===== config.mk =====
export PLATFORM = sky130hd
export DESIGN_NAME = txs_top
export DESIGN_NICKNAME = d
export VERILOG_FILES = /design/src/rtl/txs_pkg.sv /design/src/rtl/txs_phase.sv /design/src/rtl/txs_index.sv /design/src/rtl/txs_select.sv /design/src/rtl/txs_top.sv
export SDC_FILE = /design/constraint.sdc
export NUM_CORES = 1
export LEC_CHECK = 0
export BUFFER_PORTS_ARGS = -buffer_cell sky130_fd_sc_hd__buf_2
export CORE_UTILIZATION = 52
export DETAILED_ROUTE_END_ITERATION = 16
export PLACE_DENSITY = 0.77
export SLEW_MARGIN = 40
export SYNTH_ARGS = -nofsm -noshare
export SYNTH_HDL_FRONTEND = slang
export SYNTH_SLANG_ARGS = --single-unit

===== constraint.sdc =====
create_clock -name clk -period 2.68 [get_ports clk]
set_input_delay 0.67 -clock clk [delete_from_list [all_inputs] [get_ports clk]]
set_output_delay 0.67 -clock clk [all_outputs]
set_load 0.05 [all_outputs]

===== src/rtl/txs_pkg.sv =====
package txs_pkg;
  typedef enum logic {TX_IDLE = 1'b0, TX_SEND = 1'b1} txs_state_e;
endpackage


===== src/rtl/txs_phase.sv =====
module txs_phase #(
  parameter int HALF_CYC = 2
) (
  input  logic clk,
  input  logic rst_n,
  input  logic run,
  input  logic restart,
  output logic lclk,
  output logic fall
);
  localparam int CNT_W = (HALF_CYC > 1) ? $clog2(HALF_CYC) : 1;
  localparam logic [CNT_W-1:0] CNT_LAST = CNT_W'(HALF_CYC - 1);

  logic [CNT_W-1:0] cnt_q;
  logic             lclk_q;

  always_ff @(posedge clk) begin
    if (!rst_n || restart || !run) begin
      cnt_q  <= '0;
      lclk_q <= 1'b0;
    end else if (cnt_q == CNT_LAST) begin
      cnt_q  <= '0;
      lclk_q <= ~lclk_q;
    end else begin
      cnt_q <= cnt_q + 1'b1;
    end
  end

  assign lclk = lclk_q;
  assign fall = run && !restart && lclk_q && (cnt_q == CNT_LAST);

  // the line clock only moves when the counter wraps
  assert_half_period_R4: assert property (@(posedge clk) disable iff (!rst_n)
    (run && !restart && cnt_q != CNT_LAST) |=> $stable(lclk_q));
endmodule


===== src/rtl/txs_index.sv =====
module txs_index #(
  parameter int IDX_W = 4
) (
  input  logic             clk,
  input  logic             rst_n,
  input  logic             clr,
  input  logic             step,
  output logic [IDX_W-1:0] idx,
  output logic             last
);
  logic [IDX_W-1:0] idx_q;

  always_ff @(posedge clk) begin
    if (!rst_n || clr) idx_q <= '0;
    else if (step)     idx_q <= idx_q + 1'b1;
  end

  assign idx  = idx_q;
  assign last = &idx_q;

  // a clear always leaves the index at zero
  assert_clear_zero_R2: assert property (@(posedge clk) disable iff (!rst_n)
    clr |=> (idx_q == '0));
endmodule


===== src/rtl/txs_select.sv =====
module txs_select #(
  parameter int WORD_W = 16,
  parameter int IDX_W  = 4
) (
  input  logic [WORD_W-1:0] word,
  input  logic [IDX_W-1:0]  idx,
  input  logic              en,
  output logic              bit_o
);
  logic [WORD_W-1:0] onehot;

  for (genvar g = 0; g < WORD_W; g++) begin : g_dec
    assign onehot[g] = (idx == IDX_W'(g));
  end

  assign bit_o = en ? |(onehot & word) : 1'b1;
endmodule


===== src/rtl/txs_top.sv =====
module txs_top #(
  parameter int WORD_W   = 16,
  parameter int HALF_CYC = 2
) (
  input  logic              clk,
  input  logic              rst_n,
  input  logic              in_valid,
  output logic              in_ready,
  input  logic [WORD_W-1:0] in_word,
  output logic              ser_data,
  output logic              ser_clk,
  output logic              done
);
  import txs_pkg::*;
  localparam int IDX_W = $clog2(WORD_W);

  txs_state_e        state_q;
  logic [WORD_W-1:0] word_q;
  logic              done_q;
  logic              accept, busy, fall, last;
  logic [IDX_W-1:0]  idx;

  assign busy     = (state_q == TX_SEND);
  assign in_ready = !busy;
  assign accept   = in_valid && in_ready;

  always_ff @(posedge clk) begin
    if (!rst_n) begin
      state_q <= TX_IDLE;
      word_q  <= '0;
      done_q  <= 1'b0;
    end else if (accept) begin
      state_q <= TX_SEND;
      word_q  <= in_word;
      done_q  <= 1'b0;
    end else if (fall && last) begin
      state_q <= TX_IDLE;
      done_q  <= 1'b1;
    end
  end

  txs_phase #(.HALF_CYC(HALF_CYC)) u_phase (
    .clk(clk), .rst_n(rst_n), .run(busy), .restart(accept),
    .lclk(ser_clk), .fall(fall));

  txs_index #(.IDX_W(IDX_W)) u_index (
    .clk(clk), .rst_n(rst_n), .clr(accept), .step(fall && !last),
    .idx(idx), .last(last));

  txs_select #(.WORD_W(WORD_W), .IDX_W(IDX_W)) u_select (
    .word(word_q), .idx(idx), .en(busy), .bit_o(ser_data));

  assign done = done_q;

  // an accepted word starts at index 0 with the clock low
  assert_start_clean_R2: assert property (@(posedge clk) disable iff (!rst_n)
    accept |=> (busy && idx == '0 && !ser_clk));
  // index moves only with a falling line clock
  assert_step_on_fall_R5: assert property (@(posedge clk) disable iff (!rst_n)
    (busy && $past(busy) && idx != $past(idx)) |-> $fell(ser_clk));
  // idle wires
  assert_idle_lines_R6: assert property (@(posedge clk) disable iff (!rst_n)
    !busy |-> (ser_data && !ser_clk));
  // done only while idle
  assert_done_idle_R7: assert property (@(posedge clk) disable iff (!rst_n)
    done |-> in_ready);
endmodule


# --- After elaboration in Yosys (flattened, before gate mapping) ---
# Cells that the tools add are included.
op_classes:
  n_addsub: 2
  n_eq_ne: 15
  n_mux: 3
  n_bitwise: 3
  n_reduce_logical: 18
ops:
  columns: ["operator", "count"]
  rows:
  - ["equality test 4 bit, second input constant", 8]
  - ["bitwise AND 16 bit", 1]
  - ["equality test 4 x 3 -> 1 bit, second input constant", 4]
  - ["OR reduction 16 bit", 1]
  - ["equality test 4 x 2 -> 1 bit, second input constant", 2]
  - ["logical AND 1 bit", 6]
  - ["adder 4 x 1 -> 4 bit, second input constant", 1]
  - ["equality test 4 x 1 -> 1 bit, second input constant", 1]
  - ["zero test 1 bit", 4]
  - ["zero test 4 bit", 1]
  - ["AND reduction 4 bit", 1]
  - ["OR reduction 2 bit", 2]
  - ["two-way mux 1 bit", 3]
  - ["logical OR 1 bit", 2]
  - ["NOT 1 bit", 2]
  - ["nonzero test 2 bit", 1]
  - ["adder 1 bit, second input constant", 1]
word_totals:
  ff_bits: 24
  inputBits: 19

# --- Longest topological paths before layout ---
# Gate-level depths: netlist of the first run.
depth:
  word_depth: 9
  depth_mapped: 6
  mapped_depth_nobuf: 6

# --- By module ---
# From an unflattened synthesis of the first run, not the netlist that was laid out.
hier_totals:
  hier_cells: 117
  area_unflattened_um2: 1158.6
by_module_without_submodules:
  columns: ["module", "instances", "cells_per_inst", "area_each_um2"]
  rows:
  - ["txs_top", 1, 79, 739.5]
  - ["txs_index", 1, 18, 188.9]
  - ["txs_select", 1, 13, 155.1]
  - ["txs_phase", 1, 7, 75.1]

# --- Worst setup path after synthesis of the first run ---
# No wires, ideal clock.
synth_timing:
  path_kind: "register to output"
  startpoint: "register u_index.idx_q[0], in the netlist u_index.idx[0]"
  endpoint: "output port ser_data"
  arrival_time_ps: 1691
  slack_ps: 319
  stages_incl_launch_ff: 7
  n_path_buf: 0
  cell_sequence: "dfxtp_1 -> inv_1 -> ha_1 -> a22o_1 -> a221oi_2 -> o21ai_1 -> a311o_1"
synth_via:
  elab_chain_len: 4
synth_rtl:
  columns: ["element", "line_no", "source"]
  rows:
  - ["start, declared", "txs_index.sv:11", "logic [IDX_W-1:0] idx_q;"]
  - ["start signal, assigned", "txs_index.sv:15", "else if (step) idx_q <= idx_q + 1'b1;"]
  - ["equality test 4 x 1 -> 1 bit, or another cell as far along", "txs_select.sv:13", "assign onehot[g] = (idx == IDX_W'(g));"]
  - ["bitwise AND 16 bit (*)", "txs_select.sv:16", "assign bit_o = en ? |(onehot & word) : 1'b1;"]
  - ["OR reduction 16 bit (*)", "txs_select.sv:16", null]
  - ["two-way mux 1 bit (*)", "txs_select.sv:16", null]
  - ["end, declared", "txs_top.sv:10", "output logic ser_data,"]
# Mark *: on every way between the ends. The rest lies on a longest branch, timed or not.

# --- Worst setup path in the final report of the first run ---
# Same ends and word-level chain as after synthesis.

==> impl_metrics.prom, run 1 <==
# TYPE chip_impl_metric gauge
chip_impl_info{name="final_common_cell",value="nand2_1"} 1
chip_impl_metric{name="r2r.worst_path.cells",unit=""} 5
chip_impl_metric{name="placed_cell_area",unit="µm²"} 1177
chip_impl_metric{name="cts_max_level",unit=""} 1
chip_impl_metric{name="chipHeight",unit="µm"} 47.12
chip_impl_metric{name="clk-insertion-delay-late",unit="ps"} 320
chip_impl_metric{name="yosys_warnings",unit=""} 0
chip_impl_metric{name="final_nets",unit=""} 177
chip_impl_info{name="critical_path_class",value="reg -> out"} 1
chip_impl_metric{name="grt_pass1_vias",unit=""} 878
chip_impl_metric{name="synth.ff_latch_count",unit=""} 24
chip_impl_metric{name="drc_violations_left",unit=""} 0
chip_impl_metric{name="flow.area_growth_from_synthesis",unit="%"} 26.24
chip_impl_metric{name="synth_xor_xnor_area_share",unit="%"} 2.482
chip_impl_metric{name="maxCapViolations",unit=""} 0
chip_impl_info{name="dominant_combinational_cell_family_by_area_after_synthesis",value="compound AO/OA/AOI/OAI gates"} 1
chip_impl_metric{name="part_of_the_total_power_dissipated_in_combinational_logic",unit="%"} 9.9
chip_impl_metric{name="placed_cells_incl_taps",unit=""} 167
chip_impl_metric{name="grt_antenna_before_repair",unit=""} 0
chip_impl_metric{name="swShare",unit="%"} 23.05
chip_impl_metric{name="placementRows",unit=""} 15
chip_impl_info{name="worst_hold_startpoint",value="word_q[6]"} 1
chip_impl_metric{name="clock_transition_at_the_registers_of_the_reported_paths",unit="ps"} 130
chip_impl_metric{name="synth_cell_types",unit=""} 29
chip_impl_info{name="worst_hold_path_type",value="reg -> reg"} 1
chip_impl_metric{name="clock-sinks",unit=""} 24
chip_impl_metric{name="wirelength",unit="µm"} 2435
chip_impl_metric{name="slew_violations",unit=""} 0
chip_impl_metric{name="timing_worst_slew_pin_value",unit="ps"} 336.1
chip_impl_metric{name="syn_area_per_cell",unit="µm²"} 8.468
chip_impl_metric{name="yosysTopAreaCellShare",unit="%"} 45.39
chip_impl_metric{name="multi_input_area",unit="µm²"} 568.0
chip_impl_metric{name="final-setup-viol-count",unit=""} 0
chip_impl_info{name="yosysTopAreaCell",value="dfxtp_1"} 1
chip_impl_metric{name="vias",unit=""} 970
chip_impl_metric{name="cp_max_fo",unit=""} 4
chip_impl_metric{name="post_layout_nonfiller_instances",unit=""} 178
chip_impl_metric{name="yosys.area_share.adder",unit="%"} 4.728
chip_impl_metric{name="vdd_drop_max",unit="V"} 0.0003378
chip_impl_metric{name="globalRouteTotalUtil",unit="%"} 24.68
chip_impl_metric{name="seqCellArea",unit="µm²"} 488.0
chip_impl_metric{name="mux_contribution_to_synthesized_area",unit="%"} 0.9456
chip_impl_metric{name="power.sequential.fraction",unit="%"} 53.2
chip_impl_metric{name="syn-instance-count",unit=""} 125
chip_impl_metric{name="antennaDiodeCount",unit=""} 0
chip_impl_metric{name="syn-num-nets",unit=""} 148
chip_impl_metric{name="netSwitchingPower",unit="µW"} 165.5
chip_impl_metric{name="finalCriticalPeriod",unit="ps"} 2648
chip_impl_metric{name="synth_compound_area_share",unit="%"} 22.70
chip_impl_metric{name="synth_simple_gate_area_share",unit="%"} 19.50
chip_impl_info{name="status",value="finished clean"} 1
chip_impl_metric{name="leakagePower",unit="nW"} 0.5212
chip_impl_metric{name="setup.reg_to_reg.worst_slack",unit="ps"} 1240
chip_impl_metric{name="design.portCount",unit=""} 23
chip_impl_metric{name="grt-ovfl-total",unit=""} 0
chip_impl_metric{name="design.core.area",unit="µm²"} 1821
chip_impl_metric{name="final_cell_area",unit="µm²"} 1336
chip_impl_metric{name="cell_internal_pwr",unit="µW"} 552.4
chip_impl_info{name="startpoint_type",value="register"} 1
chip_impl_metric{name="synth-edff-count",unit=""} 0
chip_impl_metric{name="grt_max_degree",unit=""} 21
chip_impl_metric{name="postCtsHoldBufs",unit=""} 0
chip_impl_info{name="cts_tree",value="yes"} 1
chip_impl_metric{name="wirelength_per_cell",unit="µm"} 13.68
chip_impl_metric{name="floorplan.die_area",unit="µm²"} 2220
chip_impl_metric{name="timing.slew.headroom",unit="%"} 77.52
chip_impl_metric{name="route.detailed.vias_per_inst",unit=""} 5.449
chip_impl_metric{name="io_buffer_count",unit=""} 22
chip_impl_info{name="timing.rr.end",value="u_index.idx[1]"} 1
chip_impl_metric{name="place.detailed.hpwl",unit="µm"} 1582
chip_impl_info{name="r2r_start",value="u_index.idx[0]"} 1
chip_impl_info{name="synth_top_cells_by_area",value="dfxtp_1, nand2_1, a21boi_0, ha_1, nor2_1"} 1
chip_impl_metric{name="post_route_antenna_net_violation_count",unit=""} 0
chip_impl_metric{name="critical_path_arrival",unit="ps"} 1980
chip_impl_info{name="root_buf_cell",value="clkbuf_4"} 1
chip_impl_info{name="timing.hold.worst_endpoint",value="word_q[6]"} 1
chip_impl_metric{name="initial_drc_count",unit=""} 37
chip_impl_metric{name="synth_sequential_area_ratio",unit="%"} 45.39
chip_impl_metric{name="dr.pass1.iters",unit=""} 5
chip_impl_metric{name="crit_required",unit="ps"} 2010
chip_impl_metric{name="floorplan.initialDensity",unit="%"} 58.14
chip_impl_metric{name="ctsLongestPathBuffers",unit=""} 2
chip_impl_metric{name="drive_gt1_share",unit="%"} 29.41
chip_impl_metric{name="area_of_the_mapped_netlist",unit="µm²"} 1059
chip_impl_metric{name="max_freq",unit="MHz"} 377.7
chip_impl_metric{name="clock-skew-final",unit="ps"} 1.217
chip_impl_metric{name="routability_congestion_estimate",unit=""} 0.7929
chip_impl_metric{name="asyncSetResetFlopFracSynth",unit="%"} 0
chip_impl_info{name="critPathCaptureType",value="output port"} 1
chip_impl_metric{name="grt_first_pass_wirelength",unit="µm"} 3684
chip_impl_metric{name="p_clk_share",unit="%"} 36.9
chip_impl_info{name="mostFrequentLayoutCells",value="nand2_1, dfxtp_1, buf_2, a21boi_0, nor2_1"} 1
chip_impl_metric{name="hold-path-cell-count",unit=""} 2
chip_impl_metric{name="power.density",unit="nW/µm²"} 537.2
chip_impl_metric{name="dieWidth",unit="µm"} 47.12
chip_impl_metric{name="finalCritPeriodShare",unit="%"} 98.80
chip_impl_info{name="synth_top_flop_cell",value="dfxtp_1"} 1
chip_impl_metric{name="fillers",unit=""} 141
chip_impl_metric{name="tritoncts.num_buffers",unit=""} 3
chip_impl_metric{name="timing_hold_violations_final",unit=""} 0
cell type report:
class | count | share of cell area (%)
clock buffer | 3 | 1.685
timing repair buffer | 30 | 13.20
tap | 25 | 2.341
clock inverter | 1 | 2.247
sequential | 24 | 36.52
inverter | 4 | 1.498
multi-input combinational | 91 | 42.51
metal layers:
layer / share of wire [%] / routed length [µm] / GRT usage, % / up-vias
met5: 0 / 0 / 0 / -
met4: 2.8 / 68 / 14.86 / 0
met3: 3.9 / 96 / 5.000 / 6
met2: 50 / 1206 / 42.50 / 39
met1: 44 / 1064 / 28.03 / 445
li1: - / - / - / 480
cells in the mapped netlist, types with 2 or more instances:
master	instances
nor2_1	9
nand3_1	3
a21oi_1	2
inv_1	4
a21boi_0	15
nand2_1	37
ha_1	4
clkbuf_2	2
clkbuf_1	2
a222oi_1	2
a22oi_1	2
xnor2_1	3
dfxtp_1	24
logic make-up (layout without fill, tap and decap cells):
kind of cell,count (synthesis),count (layout)
and+or+nand+nor,52,52
AOI/OAI and AO/OA,31,31
DFF,24,24
buffers and inverters,10,38
adders and majority gates,4,4
xor gates and xnor gates,3,3
muxes,1,1
flip-flops by register name, indices dropped and copies added (netlist names):
| name | cells |
|---|---|
| u_index.idx | 4 |
| u_phase.lclk | 1 |
| done | 1 |
| word_q | 16 |
| busy | 1 |
| u_phase.cnt_q | 1 |
worst max-delay path by stage:
| stage | end | cells past startpoint | startpoint | slack (ps) |
|---|---|---|---|---|
| final | ser_data | 6 | u_index.idx[0] | 30 |
| after global routing | ser_data | 6 | u_index.idx[0] | -10 |
| after CTS | ser_data | 6 | u_index.idx[0] | 10 |
| after detailed placement | ser_data | 7 | u_index.idx[0] | 180 |
| after global placement | ser_data | 7 | u_index.idx[0] | 270 |
| after floorplan | ser_data | 6 | u_index.idx[0] | 320 |
critical path, cell delays in order (launching register included):
cell	delay [ps]
dfxtp_4	410
inv_4	50
ha_4	160
a222oi_1	340
nand3_1	130
a311o_1	390
buf_6	160
per-stage QoR:
stage / power (mW) / TNS [ps] / setup slack [ps] / util (%) / hold slack, ps
5_1_grt: 0.7461 / -10.78 / -10.78 / 73.40 / 511.5
3_3_place_gp: 0.4578 / 0 / 273.6 / 64.67 / 452.8
6_report: 0.7179 / 0 / 32.24 / 73.40 / 478.7
3_5_place_dp: 0.4599 / 0 / 176.2 / 64.67 / 465.9
4_1_cts: 0.7210 / 0 / 10.55 / 69.97 / 484.4
2_1_floorplan: 0.4355 / 0 / 318.7 / - / 434.7
power groups by stage:
stage,Combinational [mW],Sequential [mW],Clock [mW]
after floorplan,0.0464,0.389,0
after global placement,0.0661,0.392,0
after detailed placement,0.0684,0.392,0
after CTS,0.0710,0.383,0.267
after global routing,0.0799,0.383,0.283
final,0.0710,0.382,0.265
repair_timing:
| item | in CTS | in global routing |
|---|---|---|
| buffers inserted | 3 | 4 |
| gates cloned | 0 | 0 |
| endpoints found under the setup margin | 1 | 1 |
| gates resized for setup | 8 | 9 |
| pin swaps | 2 | 4 |
Power figures use the tool's default switching activity.
==> run 2, diff against run 1 <==
- CORE_UTILIZATION: 52 -> 56
- PLACE_DENSITY: 0.77 -> 0.83
- clock period: 2.68 -> 3.28 ns (I/O delays scaled with it)
==> impl_metrics.prom, run 2 (same netlist as run 1, synthesis figures left out) <==
# TYPE chip_impl_metric gauge
chip_impl_info{name="status",value="finished clean"} 1
chip_impl_metric{name="placementRows",unit=""} 15
chip_impl_metric{name="antennaDiodeCount",unit=""} 0
chip_impl_metric{name="setup_total_negative_slack",unit="ps"} 0
chip_impl_metric{name="floorplan.die_area",unit="µm²"} 2068
chip_impl_metric{name="chipHeight",unit="µm"} 45.48
chip_impl_metric{name="slew_violations",unit=""} 0
chip_impl_metric{name="final_cell_area",unit="µm²"} 1214
chip_impl_metric{name="grt_antenna_before_repair",unit=""} 0
chip_impl_info{name="startpoint_type",value="register"} 1
chip_impl_info{name="final_common_cell",value="nand2_1"} 1
chip_impl_metric{name="timing_worst_slew_pin_value",unit="ps"} 367.2
chip_impl_metric{name="globalRouteTotalUtil",unit="%"} 24.15
chip_impl_metric{name="vias",unit=""} 933
chip_impl_metric{name="place.detailed.hpwl",unit="µm"} 1580
chip_impl_info{name="worst_hold_path_type",value="reg -> reg"} 1
chip_impl_info{name="cts_tree",value="yes"} 1
chip_impl_metric{name="wirelength",unit="µm"} 2107
chip_impl_metric{name="clock_transition_at_the_registers_of_the_reported_paths",unit="ps"} 130
chip_impl_info{name="grt_setup_unrepaired",value="false"} 1
chip_impl_info{name="setup.worst_path.start",value="u_index.idx[0]"} 1
chip_impl_info{name="critical_path_class",value="reg -> out"} 1
chip_impl_metric{name="timing_hold_violations_final",unit=""} 0
chip_impl_metric{name="crit_required",unit="ps"} 2460
chip_impl_metric{name="leakagePower",unit="nW"} 0.4733
chip_impl_metric{name="finalCriticalPeriod",unit="ps"} 3013
chip_impl_metric{name="drive_gt1_share",unit="%"} 19.86
chip_impl_metric{name="max_freq",unit="MHz"} 331.9
chip_impl_info{name="mostFrequentLayoutCells",value="nand2_1, dfxtp_1, buf_2, a21boi_0, nor2_1"} 1
chip_impl_metric{name="clk-insertion-delay-late",unit="ps"} 310
chip_impl_metric{name="timing.slew.headroom",unit="%"} 75.47
chip_impl_metric{name="drc_violations_left",unit=""} 0
chip_impl_info{name="root_buf_cell",value="clkbuf_4"} 1
chip_impl_metric{name="clock-sinks",unit=""} 24
chip_impl_metric{name="wirelength_per_cell",unit="µm"} 12.32
chip_impl_metric{name="design.core.area",unit="µm²"} 1745
chip_impl_info{name="r2r_start",value="u_index.idx[0]"} 1
chip_impl_metric{name="cts_setup_buffers",unit=""} 0
chip_impl_metric{name="flow.area_growth_from_synthesis",unit="%"} 14.66
chip_impl_info{name="registers.top_by_ff_count",value="word_q"} 1
chip_impl_metric{name="placed_cell_area",unit="µm²"} 1177
chip_impl_metric{name="power.density",unit="nW/µm²"} 430.8
chip_impl_metric{name="tritoncts.num_buffers",unit=""} 3
chip_impl_metric{name="dr.pass1.iters",unit=""} 4
chip_impl_metric{name="critical_path_arrival",unit="ps"} 2190
chip_impl_metric{name="layout_setup_ws",unit="ps"} 266.8
chip_impl_metric{name="postCtsHoldBufs",unit=""} 0
chip_impl_metric{name="final-setup-viol-count",unit=""} 0
chip_impl_metric{name="cts_repair_resize_count",unit=""} 0
chip_impl_metric{name="finalCritPeriodShare",unit="%"} 91.86
chip_impl_metric{name="floorplan.initialDensity",unit="%"} 60.65
chip_impl_metric{name="initial_drc_count",unit=""} 28
chip_impl_metric{name="dieWidth",unit="µm"} 45.48
chip_impl_metric{name="grt_max_degree",unit=""} 21
chip_impl_metric{name="clock-skew-final",unit="ps"} 9.936
chip_impl_metric{name="cts_max_level",unit=""} 1
chip_impl_metric{name="route.detailed.vias_per_inst",unit=""} 5.456
chip_impl_metric{name="maxCapViolations",unit=""} 0
chip_impl_info{name="worst_hold_startpoint",value="word_q[9]"} 1
chip_impl_metric{name="grt_first_pass_wirelength",unit="µm"} 3643
chip_impl_metric{name="ctsLongestPathBuffers",unit=""} 2
chip_impl_info{name="critPathCaptureType",value="output port"} 1
chip_impl_metric{name="vdd_drop_max",unit="V"} 0.0003580
chip_impl_metric{name="design.portCount",unit=""} 23
chip_impl_metric{name="grt_pass1_vias",unit=""} 845
chip_impl_metric{name="post_route_antenna_net_violation_count",unit=""} 0
chip_impl_metric{name="utilization",unit="%"} 69.53
chip_impl_metric{name="final_nets",unit=""} 170
chip_impl_metric{name="pre_cts_slack",unit="ps"} 643.3
chip_impl_metric{name="largest_register_ffs",unit=""} 16
chip_impl_metric{name="cp_max_fo",unit=""} 5
chip_impl_metric{name="grt-ovfl-total",unit=""} 0
chip_impl_metric{name="routability_congestion_estimate",unit=""} 0.8362
chip_impl_metric{name="io_buffer_count",unit=""} 22
[run 2: changes by cell type in the layout (fill, tap and decap cells not counted), sizes merged]
cell	previous run	this run
buf	30	23
bufinv	1	0
clkbuf	3	4
[run 2: layout make-up]
class / count / area [µm²]
flip-flops and latches: 24 / 480.5
fillers: 151 / 531.8
repair buffers: 23 / 117.6
well taps: 25 / 31.28
clock buffers: 4 / 36.28
inverters: 4 / 15.01
multi-input cells: 91 / 533.0
[run 2: power by group]
group,internal (mW),switching (mW),leakage (nW)
Combinational,0.0234,0.0320,0.256
Sequential,0.304,0.00928,0.196
Clock,0.0677,0.0860,0.0210
Total,0.396,0.127,0.473
[run 2: critical path, stage by stage, from the launching register on]
cell,delay [ps]
dfxtp_1,450
inv_1,100
ha_1,260
a22o_1,250
a221oi_2,170
o21ai_1,100
a311o_1,350
buf_2,210
[run 2: worst paths after layout]
path,cells past startpoint,slack [ps],endpoint
worst max-delay path,7,270,ser_data
worst min-delay path,2,480,word_q[9]
worst max register to register,4,1850,u_index.idx[2]
worst min register to register,2,480,word_q[9]
[run 2: metrics by stage]
step / power, mW / std cells / hold WS (ps)
after floorplan: 0.3558 / 125 / 434.7
after global placement: 0.3742 / 167 / 452.9
after detailed placement: 0.3759 / 167 / 461.7
after CTS: 0.5242 / 171 / 482.8
after global routing: 0.5480 / 171 / 499.1
final: 0.5228 / 171 / 476.6
[run 2: metal layers]
| layer | wire length, µm | GRT usage [%] | vias up |
|---|---|---|---|
| li1 | - | - | 468 |
| met1 | 975 | 30.71 | 427 |
| met2 | 1033 | 40.00 | 29 |
| met3 | 67 | 3.968 | 9 |
| met4 | 31 | 10.30 | 0 |
| met5 | 0 | 0 | - |
==> run 3, diff against run 2 <==
==> constraint.sdc (replaced) <==
create_clock -name clk -period 3.28 [get_ports clk]
set_input_delay 0.164 -clock clk [delete_from_list [all_inputs] [get_ports clk]]
set_output_delay 0.164 -clock clk [all_outputs]
set_load 0.05 [all_outputs]
==> impl_metrics.prom, run 3 (same netlist as run 1, synthesis figures left out) <==
# TYPE chip_impl_metric gauge
chip_impl_info{name="status",value="finished clean"} 1
chip_impl_metric{name="finalCriticalPeriod",unit="ps"} 2394
chip_impl_metric{name="wirelength",unit="µm"} 2147
chip_impl_metric{name="drc_violations_left",unit=""} 0
chip_impl_metric{name="vias",unit=""} 918
chip_impl_metric{name="grt.met1_usage",unit="%"} 29.80
chip_impl_metric{name="dr.pass1.iters",unit=""} 4
chip_impl_metric{name="globalRouteTotalUtil",unit="%"} 24.09
chip_impl_metric{name="final-setup-viol-count",unit=""} 0
chip_impl_metric{name="grt_pass1_vias",unit=""} 847
chip_impl_info{name="critical_path_class",value="reg -> out"} 1
chip_impl_metric{name="maxCapViolations",unit=""} 0
chip_impl_metric{name="flow.area_growth_from_synthesis",unit="%"} 12.88
chip_impl_metric{name="grt_max_degree",unit=""} 21
chip_impl_metric{name="antennaDiodeCount",unit=""} 0
chip_impl_metric{name="wirelength_per_cell",unit="µm"} 12.70
chip_impl_info{name="worst_hold_path_type",value="in -> reg"} 1
chip_impl_info{name="grt_setup_unrepaired",value="false"} 1
chip_impl_metric{name="netSwitchingPower",unit="µW"} 124.1
chip_impl_metric{name="route.detailed.vias_per_inst",unit=""} 5.432
chip_impl_metric{name="groute.layer.met2.usage",unit="%"} 40.86
chip_impl_metric{name="grt_first_pass_wirelength",unit="µm"} 3601
chip_impl_metric{name="timing_hold_violations_final",unit=""} 0
chip_impl_info{name="final_common_cell",value="nand2_1"} 1
chip_impl_metric{name="use_met3",unit="%"} 3.968
chip_impl_metric{name="dieWidth",unit="µm"} 45.48
chip_impl_metric{name="cell_internal_pwr",unit="µW"} 369.9
chip_impl_metric{name="cts_max_level",unit=""} 1
chip_impl_info{name="registers.top_by_ff_count",value="word_q"} 1
chip_impl_metric{name="initial_drc_count",unit=""} 31
chip_impl_metric{name="grt-ovfl-total",unit=""} 0
chip_impl_metric{name="design.core.area",unit="µm²"} 1745
chip_impl_metric{name="timing_worst_slew_pin_value",unit="ps"} 608.6
chip_impl_metric{name="setup.reg_to_reg.worst_slack",unit="ps"} 1840
chip_impl_metric{name="finalCritPeriodShare",unit="%"} 72.98
chip_impl_metric{name="routability_congestion_estimate",unit=""} 0.8235
chip_impl_metric{name="leakagePower",unit="nW"} 0.4622
chip_impl_metric{name="p_clk_share",unit="%"} 25.4
chip_impl_metric{name="drive_gt1_share",unit="%"} 19.44
chip_impl_metric{name="setup_total_negative_slack",unit="ps"} 0
chip_impl_metric{name="clk-insertion-delay-late",unit="ps"} 310
chip_impl_info{name="mostFrequentLayoutCells",value="nand2_1, dfxtp_1, buf_2, a21boi_0, nor2_1"} 1
chip_impl_metric{name="grt_antenna_before_repair",unit=""} 0
chip_impl_info{name="cts_tree",value="yes"} 1
chip_impl_metric{name="power.sequential.fraction",unit="%"} 63.5
chip_impl_metric{name="clock-sinks",unit=""} 24
chip_impl_metric{name="placed_cell_area",unit="µm²"} 1172
chip_impl_metric{name="timing.slew.headroom",unit="%"} 59.24
chip_impl_metric{name="critical_path_arrival",unit="ps"} 2230
chip_impl_metric{name="chipHeight",unit="µm"} 45.48
chip_impl_metric{name="slew_violations",unit=""} 0
chip_impl_metric{name="placementRows",unit=""} 15
chip_impl_info{name="grt_busiest_layer",value="met2"} 1
chip_impl_metric{name="fillers",unit=""} 158
chip_impl_metric{name="max_freq",unit="MHz"} 417.8
chip_impl_metric{name="largest_register_ffs",unit=""} 16
chip_impl_metric{name="clock-skew-final",unit="ps"} 7.271
chip_impl_metric{name="ctsLongestPathBuffers",unit=""} 2
chip_impl_metric{name="tritoncts.num_buffers",unit=""} 3
chip_impl_metric{name="final_nets",unit=""} 169
chip_impl_metric{name="clock_transition_at_the_registers_of_the_reported_paths",unit="ps"} 120
chip_impl_metric{name="part_of_the_total_power_dissipated_in_combinational_logic",unit="%"} 11.1
chip_impl_metric{name="final_cell_area",unit="µm²"} 1195
chip_impl_info{name="critPathCaptureType",value="output port"} 1
chip_impl_metric{name="layout_setup_ws",unit="ps"} 886.4
chip_impl_metric{name="place.detailed.hpwl",unit="µm"} 1566
chip_impl_metric{name="crit_required",unit="ps"} 3120
chip_impl_info{name="startpoint_type",value="register"} 1
chip_impl_metric{name="postCtsHoldBufs",unit=""} 0
chip_impl_metric{name="power.total",unit="µW"} 494.0
chip_impl_metric{name="floorplan.initialDensity",unit="%"} 60.65
chip_impl_info{name="root_buf_cell",value="clkbuf_4"} 1
chip_impl_metric{name="power.density",unit="nW/µm²"} 413.4
chip_impl_metric{name="design.portCount",unit=""} 23
chip_impl_metric{name="floorplan.die_area",unit="µm²"} 2068
chip_impl_metric{name="cp_max_fo",unit=""} 5
chip_impl_metric{name="cts_repair_resize_count",unit=""} 0
chip_impl_metric{name="cts_setup_buffers",unit=""} 0
chip_impl_metric{name="pre_cts_slack",unit="ps"} 1307
chip_impl_metric{name="io_buffer_count",unit=""} 22
chip_impl_metric{name="swShare",unit="%"} 25.11
chip_impl_metric{name="vdd_drop_max",unit="V"} 0.0002617
chip_impl_metric{name="post_route_antenna_net_violation_count",unit=""} 0
[run 3: changes by cell type in the layout (fill, tap and decap cells not counted)]
cell      previous run  this run
clkbuf_8             1         0
buf_4                1         0
nor2b_1              1         0
nor2b_2              0         1
[run 3: power groups by stage]
stage	logic, mW	registers [mW]	clock network (mW)
after floorplan	0.0379	0.318	0
after global placement	0.0531	0.320	0
after detailed placement	0.0549	0.320	0
after CTS	0.0551	0.314	0.127
after global routing	0.0623	0.315	0.141
final	0.0548	0.314	0.126
[run 3: through the flow]
stage                     cells  util [%]  hold WS [ps]
after floorplan             125         -         298.8
after global placement      166     67.03         409.1
after detailed placement    166     67.17         409.9
after CTS                   169     68.46         75.84
after global routing        169     68.46         85.14
final                       169     68.46         81.93
[run 3: cell type report]
type,instances,area [µm²],area share (%)
clock buffer,3,22.52,1.885
inverter,4,15.01,1.257
multi-input combinational,91,535.5,44.82
sequential,24,480.5,40.21
tap,25,31.28,2.618
timing repair buffer,22,110.1,9.215
[run 3: critical path, cell delays in order, from the launching register on]
cell	delay [ps]
dfxtp_1	440
inv_1	100
ha_1	270
a222oi_1	440
nand3_1	140
a311o_1	330
buf_2	210
[run 3: per-layer routing]
layer	part of all wire, %	wire [µm]
met1	47	1011
met2	48	1034
met3	3.3	70
met4	1.4	30
met5	0	0
[run 3: worst paths after layout]
path                                     start              to  cells after the start
worst max-delay path            u_index.idx[0]        ser_data                      6
worst min-delay path               in_word[14]      word_q[14]                      3
worst max register to register  u_index.idx[0]  u_index.idx[1]                      4
worst min register to register       word_q[9]       word_q[9]                      2
